===== src/rtl/canctl_pkg.sv =====
package canctl_pkg;
  localparam int unsigned OFS_MODE = 'h00;
  localparam int unsigned OFS_CMD  = 'h04;
  localparam int unsigned OFS_STAT = 'h08;
  localparam int unsigned OFS_FLAG = 'h0C;
  localparam int unsigned OFS_EN   = 'h10;
  localparam int unsigned OFS_ERRC = 'h1C;

  localparam int unsigned MODE_W   = 5;
  localparam int unsigned MB_CFG   = 0;
  localparam int unsigned MB_FLT   = 3;
  localparam int unsigned MB_SLP   = 4;

  localparam int unsigned CMD_W    = 6;
  localparam int unsigned CB_OVCLR = 3;

  localparam int unsigned NUM_EVT  = 8;
  localparam int unsigned EV_OVR   = 3;
  localparam int unsigned EV_BERR  = 7;

  localparam int unsigned STS_W    = 8;
  localparam logic [7:0]  STS_RST  = 8'h3C;
  localparam int unsigned REC_LSB  = 16;

  typedef enum logic [2:0] {
    RS_NONE, RS_MODE, RS_CMD, RS_STAT, RS_FLAG, RS_EN, RS_ERRC
  } regsel_e;
endpackage


===== src/rtl/canctl_mode.sv =====
module canctl_mode
  import canctl_pkg::*;
(
  input  logic              clk,
  input  logic              rst_n,
  input  logic              wr_en,
  input  logic [MODE_W-1:0] wdata,
  output logic [MODE_W-1:0] mode_q
);
  logic [MODE_W-1:0] mode_d;
  logic              cfg_open;

  assign cfg_open = mode_q[MB_CFG];

  always_comb begin
    mode_d = mode_q;
    if (wr_en) begin
      for (int b = 0; b < MODE_W; b++) begin
        if ((b != MB_FLT && b != MB_SLP) || cfg_open) mode_d[b] = wdata[b];
      end
    end
  end

  always_ff @(posedge clk or negedge rst_n) begin
    if (!rst_n) mode_q <= MODE_W'(1);
    else        mode_q <= mode_d;
  end

  // gated bits keep their value outside configuration mode
  p_gate_r2: assert property (@(posedge clk) disable iff (!rst_n)
    (wr_en && !mode_q[MB_CFG]) |=>
      (mode_q[MB_SLP:MB_FLT] == $past(mode_q[MB_SLP:MB_FLT])));

  p_open_r2: assert property (@(posedge clk) disable iff (!rst_n)
    wr_en |=> (mode_q[2:0] == $past(wdata[2:0])));
endmodule


===== src/rtl/canctl_irq.sv =====
module canctl_irq #(
  parameter int unsigned N = 8
) (
  input  logic         clk,
  input  logic         rst_n,
  input  logic [N-1:0] evt,
  input  logic         en_wr,
  input  logic         flag_wr,
  input  logic [N-1:0] wdata,
  output logic [N-1:0] en_q,
  output logic [N-1:0] flag_q,
  output logic         irq
);
  logic [N-1:0] en_d;
  logic [N-1:0] flag_d;

  always_comb en_d = en_wr ? wdata : en_q;

  always_ff @(posedge clk or negedge rst_n) begin
    if (!rst_n) en_q <= '0;
    else        en_q <= en_d;
  end

  for (genvar i = 0; i < N; i++) begin : g_flag
    logic set_i, clr_i;
    assign set_i = evt[i] & en_q[i];
    assign clr_i = flag_wr & wdata[i];

    always_comb flag_d[i] = set_i | (flag_q[i] & ~clr_i);

    always_ff @(posedge clk or negedge rst_n) begin
      if (!rst_n) flag_q[i] <= 1'b0;
      else        flag_q[i] <= flag_d[i];
    end

    p_set_r6: assert property (@(posedge clk) disable iff (!rst_n)
      (evt[i] && en_q[i]) |=> flag_q[i]);
    p_masked_r6: assert property (@(posedge clk) disable iff (!rst_n)
      (!flag_q[i] && !(evt[i] && en_q[i])) |=> !flag_q[i]);
    p_clr_r7: assert property (@(posedge clk) disable iff (!rst_n)
      (flag_wr && wdata[i] && !(evt[i] && en_q[i])) |=> !flag_q[i]);
    p_evt_wins_r8: assert property (@(posedge clk) disable iff (!rst_n)
      (flag_wr && wdata[i] && evt[i] && en_q[i]) |=> flag_q[i]);
    p_sticky_r9: assert property (@(posedge clk) disable iff (!rst_n)
      (flag_q[i] && !(flag_wr && wdata[i])) |=> flag_q[i]);
  end

  assign irq = |flag_q;
endmodule


===== src/rtl/canctl_stat.sv =====
module canctl_stat
  import canctl_pkg::*;
#(
  parameter int unsigned CNT_W = 8
) (
  input  logic             clk,
  input  logic             rst_n,
  input  logic [STS_W-1:0] core_sts,
  input  logic             ovr_evt,
  input  logic             ovr_clr,
  input  logic             berr_evt,
  input  logic [7:0]       err_code,
  input  logic             tec_inc,
  input  logic             tec_dec,
  input  logic             rec_inc,
  input  logic             rec_dec,
  input  logic             cnt_wr,
  input  logic [CNT_W-1:0] tec_w,
  input  logic [CNT_W-1:0] rec_w,
  output logic [STS_W-1:0] stat_q,
  output logic [7:0]       ecc_q,
  output logic [CNT_W-1:0] tec_q,
  output logic [CNT_W-1:0] rec_q
);
  localparam logic [CNT_W-1:0] CNT_MAX = {CNT_W{1'b1}};

  logic [STS_W-1:0] stat_d;
  logic [7:0]       ecc_d;
  logic [CNT_W-1:0] tec_d, rec_d;
  logic             ovr_d;

  function automatic logic [CNT_W-1:0] step(input logic [CNT_W-1:0] v,
                                            input logic up, input logic dn);
    if (up && !dn && v != CNT_MAX)      return v + 1'b1;
    else if (dn && !up && v != '0)      return v - 1'b1;
    else                                return v;
  endfunction

  always_comb begin
    ovr_d  = ovr_evt | (stat_q[1] & ~ovr_clr);
    stat_d = {core_sts[STS_W-1:2], ovr_d, core_sts[0]};
    ecc_d  = berr_evt ? err_code : ecc_q;
    tec_d  = cnt_wr ? tec_w : step(tec_q, tec_inc, tec_dec);
    rec_d  = cnt_wr ? rec_w : step(rec_q, rec_inc, rec_dec);
  end

  always_ff @(posedge clk or negedge rst_n) begin
    if (!rst_n) begin
      stat_q <= STS_RST;
      ecc_q  <= '0;
      tec_q  <= '0;
      rec_q  <= '0;
    end else begin
      stat_q <= stat_d;
      ecc_q  <= ecc_d;
      tec_q  <= tec_d;
      rec_q  <= rec_d;
    end
  end

  p_ovr_set_r4: assert property (@(posedge clk) disable iff (!rst_n)
    ovr_evt |=> stat_q[1]);
  p_ovr_clr_r4: assert property (@(posedge clk) disable iff (!rst_n)
    (ovr_clr && !ovr_evt) |=> !stat_q[1]);
  p_ecc_hold_r5: assert property (@(posedge clk) disable iff (!rst_n)
    !berr_evt |=> $stable(ecc_q));
  p_cnt_load_r10: assert property (@(posedge clk) disable iff (!rst_n)
    cnt_wr |=> (tec_q == $past(tec_w) && rec_q == $past(rec_w)));
  p_tec_sat_r10: assert property (@(posedge clk) disable iff (!rst_n)
    (tec_q == CNT_MAX && tec_inc && !cnt_wr) |=> (tec_q == CNT_MAX));
  p_rec_floor_r10: assert property (@(posedge clk) disable iff (!rst_n)
    (rec_q == '0 && rec_dec && !cnt_wr) |=> (rec_q == '0));
endmodule


===== src/rtl/canctl_regs.sv =====
module canctl_regs
  import canctl_pkg::*;
#(
  parameter int unsigned ADDR_W = 8,
  parameter int unsigned CNT_W  = 8
) (
  input  logic              clk,
  input  logic              rst_ni,
  input  logic              bus_sel,
  input  logic              bus_wr,
  input  logic [ADDR_W-1:0] bus_addr,
  input  logic [31:0]       bus_wdata,
  output logic [31:0]       bus_rdata,
  input  logic [NUM_EVT-1:0] core_evt,
  input  logic [STS_W-1:0]  core_sts,
  input  logic [7:0]        core_err_code,
  input  logic              tec_inc,
  input  logic              tec_dec,
  input  logic              rec_inc,
  input  logic              rec_dec,
  output logic [MODE_W-1:0] mode_o,
  output logic [CMD_W-1:0]  cmd_o,
  output logic              irq_o
);
  logic [1:0] rsync;
  logic       rst_n;

  always_ff @(posedge clk or negedge rst_ni) begin
    if (!rst_ni) rsync <= 2'b00;
    else         rsync <= {rsync[0], 1'b1};
  end
  assign rst_n = rsync[1];

  regsel_e sel;
  always_comb begin
    sel = RS_NONE;
    if (bus_sel) begin
      if      (bus_addr == ADDR_W'(OFS_MODE)) sel = RS_MODE;
      else if (bus_addr == ADDR_W'(OFS_CMD))  sel = RS_CMD;
      else if (bus_addr == ADDR_W'(OFS_STAT)) sel = RS_STAT;
      else if (bus_addr == ADDR_W'(OFS_FLAG)) sel = RS_FLAG;
      else if (bus_addr == ADDR_W'(OFS_EN))   sel = RS_EN;
      else if (bus_addr == ADDR_W'(OFS_ERRC)) sel = RS_ERRC;
    end
  end

  logic mode_wr, cmd_wr, flag_wr, en_wr, cnt_wr;
  assign mode_wr = bus_wr && sel == RS_MODE;
  assign cmd_wr  = bus_wr && sel == RS_CMD;
  assign flag_wr = bus_wr && sel == RS_FLAG;
  assign en_wr   = bus_wr && sel == RS_EN;
  assign cnt_wr  = bus_wr && sel == RS_ERRC;

  logic [CMD_W-1:0] cmd_d, cmd_q;
  always_comb cmd_d = cmd_wr ? bus_wdata[CMD_W-1:0] : '0;
  always_ff @(posedge clk or negedge rst_n) begin
    if (!rst_n) cmd_q <= '0;
    else        cmd_q <= cmd_d;
  end
  assign cmd_o = cmd_q;

  p_cmd_idle_r3: assert property (@(posedge clk) disable iff (!rst_n)
    !cmd_wr |=> (cmd_o == '0));
  p_cmd_fire_r3: assert property (@(posedge clk) disable iff (!rst_n)
    cmd_wr |=> (cmd_o == $past(bus_wdata[CMD_W-1:0])));

  logic [MODE_W-1:0] mode_q;
  canctl_mode u_mode (
    .clk(clk), .rst_n(rst_n), .wr_en(mode_wr),
    .wdata(bus_wdata[MODE_W-1:0]), .mode_q(mode_q)
  );
  assign mode_o = mode_q;

  logic [NUM_EVT-1:0] en_q, flag_q;
  canctl_irq #(.N(NUM_EVT)) u_irq (
    .clk(clk), .rst_n(rst_n), .evt(core_evt), .en_wr(en_wr),
    .flag_wr(flag_wr), .wdata(bus_wdata[NUM_EVT-1:0]),
    .en_q(en_q), .flag_q(flag_q), .irq(irq_o)
  );

  logic [STS_W-1:0] stat_q;
  logic [7:0]       ecc_q;
  logic [CNT_W-1:0] tec_q, rec_q;
  canctl_stat #(.CNT_W(CNT_W)) u_stat (
    .clk(clk), .rst_n(rst_n), .core_sts(core_sts),
    .ovr_evt(core_evt[EV_OVR]),
    .ovr_clr(cmd_wr && bus_wdata[CB_OVCLR]),
    .berr_evt(core_evt[EV_BERR]), .err_code(core_err_code),
    .tec_inc(tec_inc), .tec_dec(tec_dec),
    .rec_inc(rec_inc), .rec_dec(rec_dec),
    .cnt_wr(cnt_wr), .tec_w(bus_wdata[CNT_W-1:0]),
    .rec_w(bus_wdata[REC_LSB +: CNT_W]),
    .stat_q(stat_q), .ecc_q(ecc_q), .tec_q(tec_q), .rec_q(rec_q)
  );

  logic unused_wbits;
  assign unused_wbits = ^bus_wdata;

  always_comb begin
    bus_rdata = '0;
    if (!bus_wr) begin
      unique case (sel)
        RS_MODE: bus_rdata = 32'(mode_q);
        RS_STAT: bus_rdata = {8'h00, ecc_q, 8'h00, stat_q};
        RS_FLAG: bus_rdata = 32'(flag_q);
        RS_EN:   bus_rdata = 32'(en_q);
        RS_ERRC: bus_rdata = (32'(rec_q) << REC_LSB) | 32'(tec_q);
        default: bus_rdata = '0;
      endcase
    end
  end
endmodule


===== config.mk =====
export PLATFORM = sky130hd
export DESIGN_NAME = canctl_regs
export DESIGN_NICKNAME = d
export VERILOG_FILES = /design/src/rtl/canctl_pkg.sv /design/src/rtl/canctl_mode.sv /design/src/rtl/canctl_irq.sv /design/src/rtl/canctl_stat.sv /design/src/rtl/canctl_regs.sv
export SDC_FILE = /design/constraint.sdc
export NUM_CORES = 1
export LEC_CHECK = 0
export CAP_MARGIN = 10
export CELL_PAD_IN_SITES_DETAIL_PLACEMENT = 0
export CELL_PAD_IN_SITES_GLOBAL_PLACEMENT = 1
export CORE_MARGIN = 2
export CORE_UTILIZATION = 35
export CTS_CLUSTER_SIZE = 8
export DETAILED_ROUTE_END_ITERATION = 8
export PLACE_DENSITY = 0.8
export SLEW_MARGIN = 40
export SYNTH_ARGS = -nofsm -noshare
export SYNTH_HDL_FRONTEND = slang
export SYNTH_SLANG_ARGS = --single-unit
export TNS_END_PERCENT = 10

===== constraint.sdc =====
create_clock -name clk -period 2.7 [get_ports clk]
set_clock_uncertainty 0.15 [all_clocks]
set_input_delay 0.675 -clock clk [delete_from_list [all_inputs] [get_ports clk]]
set_output_delay 0.675 -clock clk [all_outputs]
set_load 0.01 [all_outputs]

==> flow_results.xml, run 1 <==
<?xml version="1.0" encoding="UTF-8"?>
<metrics>
  <group name="status">
    <metric name="outcome" unit="">complete, but fails checks</metric>
    <metric name="failed_checks" unit="">negative setup slack</metric>
  </group>
  <group name="worst_setup_path">
    <metric name="worst_ep_required_time" unit="ns">1.88</metric>
    <metric name="critical_path_peak_fanout" unit="">6</metric>
    <metric name="path_class" unit="">primary input to primary output</metric>
    <metric name="setup.worst_path.end_class" unit="">primary output</metric>
    <metric name="r2r_end" unit="">u_stat.tec_q[7]$_DFFE_PN0P_</metric>
    <metric name="cpMaxStageDelayCell" unit="">sky130_fd_sc_hd__nor4b_4</metric>
    <metric name="timing.critical_path.buf_inv" unit="">4</metric>
    <metric name="rr_worst_depth" unit="">8</metric>
    <metric name="critical_path_s_top_delay_family" unit="">simple AND/OR/NAND/NOR gates</metric>
    <metric name="timing.critical_path.from" unit="">bus_addr[7]</metric>
    <metric name="crit_path_frequent_cell" unit="">sky130_fd_sc_hd__buf_6</metric>
    <metric name="startpoint_type" unit="">primary input</metric>
    <metric name="reg2reg_from" unit="">u_stat.tec_q[3]$_DFFE_PN0P_</metric>
    <metric name="r2r_setup_slack" unit="ns">0.14</metric>
    <metric name="worst_path_largest_cell_delay" unit="ns">0.36</metric>
    <metric name="worstPathArrival" unit="ns">2.04</metric>
    <metric name="crit_path_cell_trace" unit="">buf_6 -&gt; nor4b_4 -&gt; buf_4 -&gt; and3_4 -&gt; buf_6 -&gt; nand2_2 -&gt; a21oi_4 -&gt; buf_6</metric>
  </group>
  <group name="clock_network">
    <metric name="clk-insertion-delay-late" unit="ns">0.35</metric>
    <metric name="cts.sink_count" unit="">61</metric>
    <metric name="ctsHtreeMaxLevel" unit="">3</metric>
    <metric name="clk_root_buffer_cell" unit="">sky130_fd_sc_hd__clkbuf_8</metric>
    <metric name="tritoncts_clock_tree" unit="">yes</metric>
    <metric name="tritoncts_buffers" unit="">9</metric>
    <metric name="cts.clk_slew.worst_paths" unit="ns">0.08</metric>
    <metric name="ctsLongestPathBuffers" unit="">2</metric>
  </group>
  <group name="floorplan">
    <metric name="ios" unit="">116</metric>
    <metric name="fp.dieArea" unit="um2">11300</metric>
    <metric name="die_y" unit="um">106</metric>
    <metric name="die_boundary_width" unit="um">106</metric>
    <metric name="core_area" unit="um2">10300</metric>
    <metric name="row_count" unit="">37</metric>
    <metric name="initial_utilization" unit="%">35.8</metric>
  </group>
  <group name="drt">
    <metric name="ant_nets" unit="">0</metric>
    <metric name="drcViolationCount" unit="">0</metric>
    <metric name="routed_via_density" unit="">5.17</metric>
    <metric name="num_vias" unit="">3354</metric>
    <metric name="dr.first_iter.drc_count" unit="">172</metric>
    <metric name="route.final.wire_length" unit="um">10700</metric>
    <metric name="wire_per_inst" unit="um">16.5</metric>
    <metric name="drt_pass1_iterations" unit="">4</metric>
  </group>
  <group name="placement">
    <metric name="place_hpwl" unit="um">8070</metric>
    <metric name="routabilityCongestion" unit="">0.850</metric>
    <metric name="detailedPlace.worstSlack" unit="ns">-1.05</metric>
    <metric name="instance_area_after_placement" unit="um2">4990</metric>
    <metric name="placement.io_buffers" unit="">82</metric>
  </group>
  <group name="yosys">
    <metric name="post_synth_instance_area" unit="um2">3680</metric>
    <metric name="post_synth_num_cell_types" unit="">56</metric>
    <metric name="synth.yosys.warnings" unit="">0</metric>
    <metric name="synth_edf_count" unit="">0</metric>
    <metric name="seq_area_frac_synth" unit="%">41.7</metric>
    <metric name="async_reset_ff_share" unit="%">100</metric>
    <metric name="synth-seq-cells" unit="">61</metric>
    <metric name="synth-main-ff-cell" unit="">sky130_fd_sc_hd__dfrtp_1</metric>
    <metric name="synth_area_per_cell" unit="um2">10.1</metric>
    <metric name="syn_inst" unit="">363</metric>
  </group>
  <group name="pwr">
    <metric name="clock_power_share" unit="%">20.2</metric>
    <metric name="internal_power" unit="uW">2390</metric>
    <metric name="power.leakage" unit="uW">0.00236</metric>
    <metric name="share_seq_of_total_power" unit="%">33.5</metric>
    <metric name="p_comb_share" unit="%">46.3</metric>
    <metric name="design_power" unit="uW">3800</metric>
    <metric name="power_switching" unit="uW">1410</metric>
    <metric name="power.share.switching" unit="%">37.1</metric>
    <metric name="cellPowerDensity" unit="nW/um2">708</metric>
    <metric name="vdd_ir_drop_max" unit="uV">346</metric>
  </group>
  <group name="sta">
    <metric name="rsz0062_at_grt" unit="">yes</metric>
    <metric name="finalMaxSlewViolations" unit="">0</metric>
    <metric name="timing.final.crit_period" unit="ns">2.87</metric>
    <metric name="final-setup-viol-count" unit="">16</metric>
    <metric name="worst_slack" unit="ns">-0.166</metric>
    <metric name="max-slew-margin-rel" unit="%">59.1</metric>
    <metric name="hold_viol_final" unit="">0</metric>
    <metric name="fin_crit_sh" unit="%">106</metric>
    <metric name="finalHoldWorstSlack" unit="ns">0.138</metric>
    <metric name="totalNegativeSetupSlack" unit="ns">-1.97</metric>
    <metric name="maxClockFrequency" unit="GHz">0.349</metric>
    <metric name="worst_slew_pin_slew" unit="ns">0.614</metric>
  </group>
  <group name="global_route">
    <metric name="globalRouteOverflowTotal" unit="">0</metric>
    <metric name="routing_usage_on_met3" unit="%">4.41</metric>
    <metric name="pin_count_of_the_biggest_net_entering_global_routing" unit="">29</metric>
    <metric name="grtUsageMet1" unit="%">25.9</metric>
    <metric name="groute.usage.overall" unit="%">19.7</metric>
    <metric name="antenna_found_initial" unit="">0</metric>
    <metric name="peak_usage_layer_in_the_global_routing_report" unit="">met2</metric>
    <metric name="use_met2" unit="%">32.5</metric>
    <metric name="global_route_wire_length_before_repair" unit="um">17500</metric>
    <metric name="grt_pass1_vias" unit="">3470</metric>
  </group>
  <group name="final_layout">
    <metric name="flow.area_growth_from_synthesis" unit="%">45.8</metric>
    <metric name="final.fill_count" unit="">981</metric>
    <metric name="final_layout_size_suffix_gt1_share" unit="%">36.5</metric>
    <metric name="post-route-cell-area" unit="um2">5360</metric>
    <metric name="antennaDiodeCount" unit="">0</metric>
    <metric name="final_net_count" unit="">594</metric>
  </group>
  <group name="hold_path">
    <metric name="hold_path.class" unit="">register to async pin</metric>
  </group>
  <group name="flow_run">
    <metric name="max-cap-violations" unit="">0</metric>
  </group>
</metrics>
==> per-layer routing <==
metal / vias up / wire length (um)
li1: 1603 / -
met1: 1637 / 4950
met2: 99 / 5070
met3: 15 / 532
met4: 0 / 178
met5: - / 0
==> how the worst max path moves through the flow <==
stage                          endpoint  slack (ns)  cells after the start
after floorplan           bus_rdata[17]      -0.008                      6
after global placement     bus_rdata[4]       -1.01                      8
after detailed placement   bus_rdata[3]       -1.05                      8
after CTS                  bus_rdata[3]       -0.15                      8
after global routing       bus_rdata[5]       -0.26                      8
final                      bus_rdata[3]       -0.17                      8
==> cell type report <==
cell class / instances / area, um2 / share of cell area [%]
clock inverters: 7 / 56.3 / 1.05
clock buffers: 9 / 124 / 2.31
inverters: 11 / 41.3 / 0.770
well taps: 136 / 170 / 3.17
flip-flops and latches: 61 / 1530 / 28.6
repair buffers: 151 / 1310 / 24.3
multi-input cells: 274 / 2130 / 39.7
==> state kept, by name, indices dropped and copies added, names as in the netlist, 5 cells and up <==
name / flops
u_stat.ecc_q: 8
u_mode.mode_q: 5
u_irq.flag_q: 8
u_stat.tec_q: 8
u_stat.rec_q: 8
cmd_o: 6
u_stat.stat_q: 8
u_irq.en_q: 8
==> stage by stage <==
stage                     util [%]  std cells
final                         52.2        649
after floorplan                  -        378
after CTS                     51.3        648
after detailed placement      48.5        626
after global placement        48.5        626
after global routing          52.2        649
==> placed cells by master, fill, tap and decap left out, drive strengths merged, types with 7 or more instances in the layout <==
cell type | netlist | routed
conb | 2 | 17
a22oi | 19 | 19
clkdlybuf4s50 | 0 | 57
a21oi | 20 | 20
buf | 27 | 93
nand2 | 31 | 31
ha | 12 | 12
nor4 | 7 | 7
mux2i | 8 | 8
dfrtp | 56 | 56
clkbuf | 5 | 9
a21o | 7 | 7
mux2 | 23 | 23
nand3 | 7 | 7
nor2 | 21 | 21
inv | 11 | 15
o21ai | 13 | 13
a22o | 10 | 10
==> power groups by stage <==
stage               Combinational [uW]  Clock, uW  Sequential [uW]
CTS                               1710        770             1260
global placement                  1640          0             1280
floorplan                          966          0             1300
detailed placement                1690          0             1280
finish                            1760        765             1270
global route                      1950        815             1300
==> synth_stat cells, drive strengths merged, types with 3 or more instances <==
| library cell | count | area [um2] |
|---|---|---|
| dfrtp | 56 | 1400 |
| nand2 | 31 | 116 |
| buf | 27 | 190 |
| mux2 | 23 | 259 |
| nor2 | 21 | 81.3 |
| a21oi | 20 | 100 |
| a22oi | 19 | 143 |
| o21ai | 13 | 65.1 |
| ha | 12 | 150 |
| inv | 11 | 41.3 |
| a22o | 10 | 87.6 |
| mux2i | 8 | 80.1 |
| a21o | 7 | 52.6 |
| nand3 | 7 | 40.0 |
| nor4 | 7 | 43.8 |
| and2 | 6 | 37.5 |
| nand4 | 6 | 37.5 |
| nor3 | 6 | 30.0 |
| o2bb2ai | 6 | 52.6 |
| xnor2 | 6 | 52.6 |
| clkbuf | 5 | 20.0 |
| dfstp | 5 | 131 |
| and3 | 4 | 25.0 |
| a211o | 3 | 26.3 |
| a31oi | 3 | 18.8 |
| nor3b | 3 | 33.8 |
| o211ai | 3 | 22.5 |
| o21bai | 3 | 22.5 |
| or3 | 3 | 18.8 |
| xor2 | 3 | 26.3 |
==> cells by family after synthesis <==
kind of cell,count (synthesis),share of synthesized area [%]
simple gates,105,16.0
compound gates,98,18.8
other cells,2,0.204
fa+ha+maj,14,5.17
xor+xnor,9,2.14
mux,31,9.22
buf+inv,43,6.84
flops,61,41.7
==> worst register-to-register path, stage by stage, from the launching register on <==
cell and delay, ns:
sky130_fd_sc_hd__dfrtp_1 0.46, sky130_fd_sc_hd__nand4_1 0.13, sky130_fd_sc_hd__o211ai_1 0.39, sky130_fd_sc_hd__ha_1 0.33, sky130_fd_sc_hd__a211oi_1 0.34, sky130_fd_sc_hd__o21ai_1 0.14, sky130_fd_sc_hd__a21o_1 0.20, sky130_fd_sc_hd__a21oi_1 0.12
sky130_fd_sc_hd__and3b_1 0.18
==> timing repair <==
action | CTS | global route
endpoints found under the setup margin | 16 | 25
hold buffers | 0 | 0
resized for setup | 144 | 22
setup buffers | 5 | 1
cloned | 1 | 0
pin swaps | 25 | 13
(Power assumes the default switching activity.)
==> run 2: changes to the inputs <==
--- a/config.mk
+++ b/config.mk
@@ -5,7 +5,7 @@
 export SDC_FILE = /design/constraint.sdc
 export NUM_CORES = 1
 export LEC_CHECK = 0
-export CAP_MARGIN = 10
+export CAP_MARGIN = 40
 export CELL_PAD_IN_SITES_DETAIL_PLACEMENT = 0
 export CELL_PAD_IN_SITES_GLOBAL_PLACEMENT = 1
 export CORE_MARGIN = 2
==> results of run 2 <==
No change in the layout: final DEF, timing and power equal those of run 1.
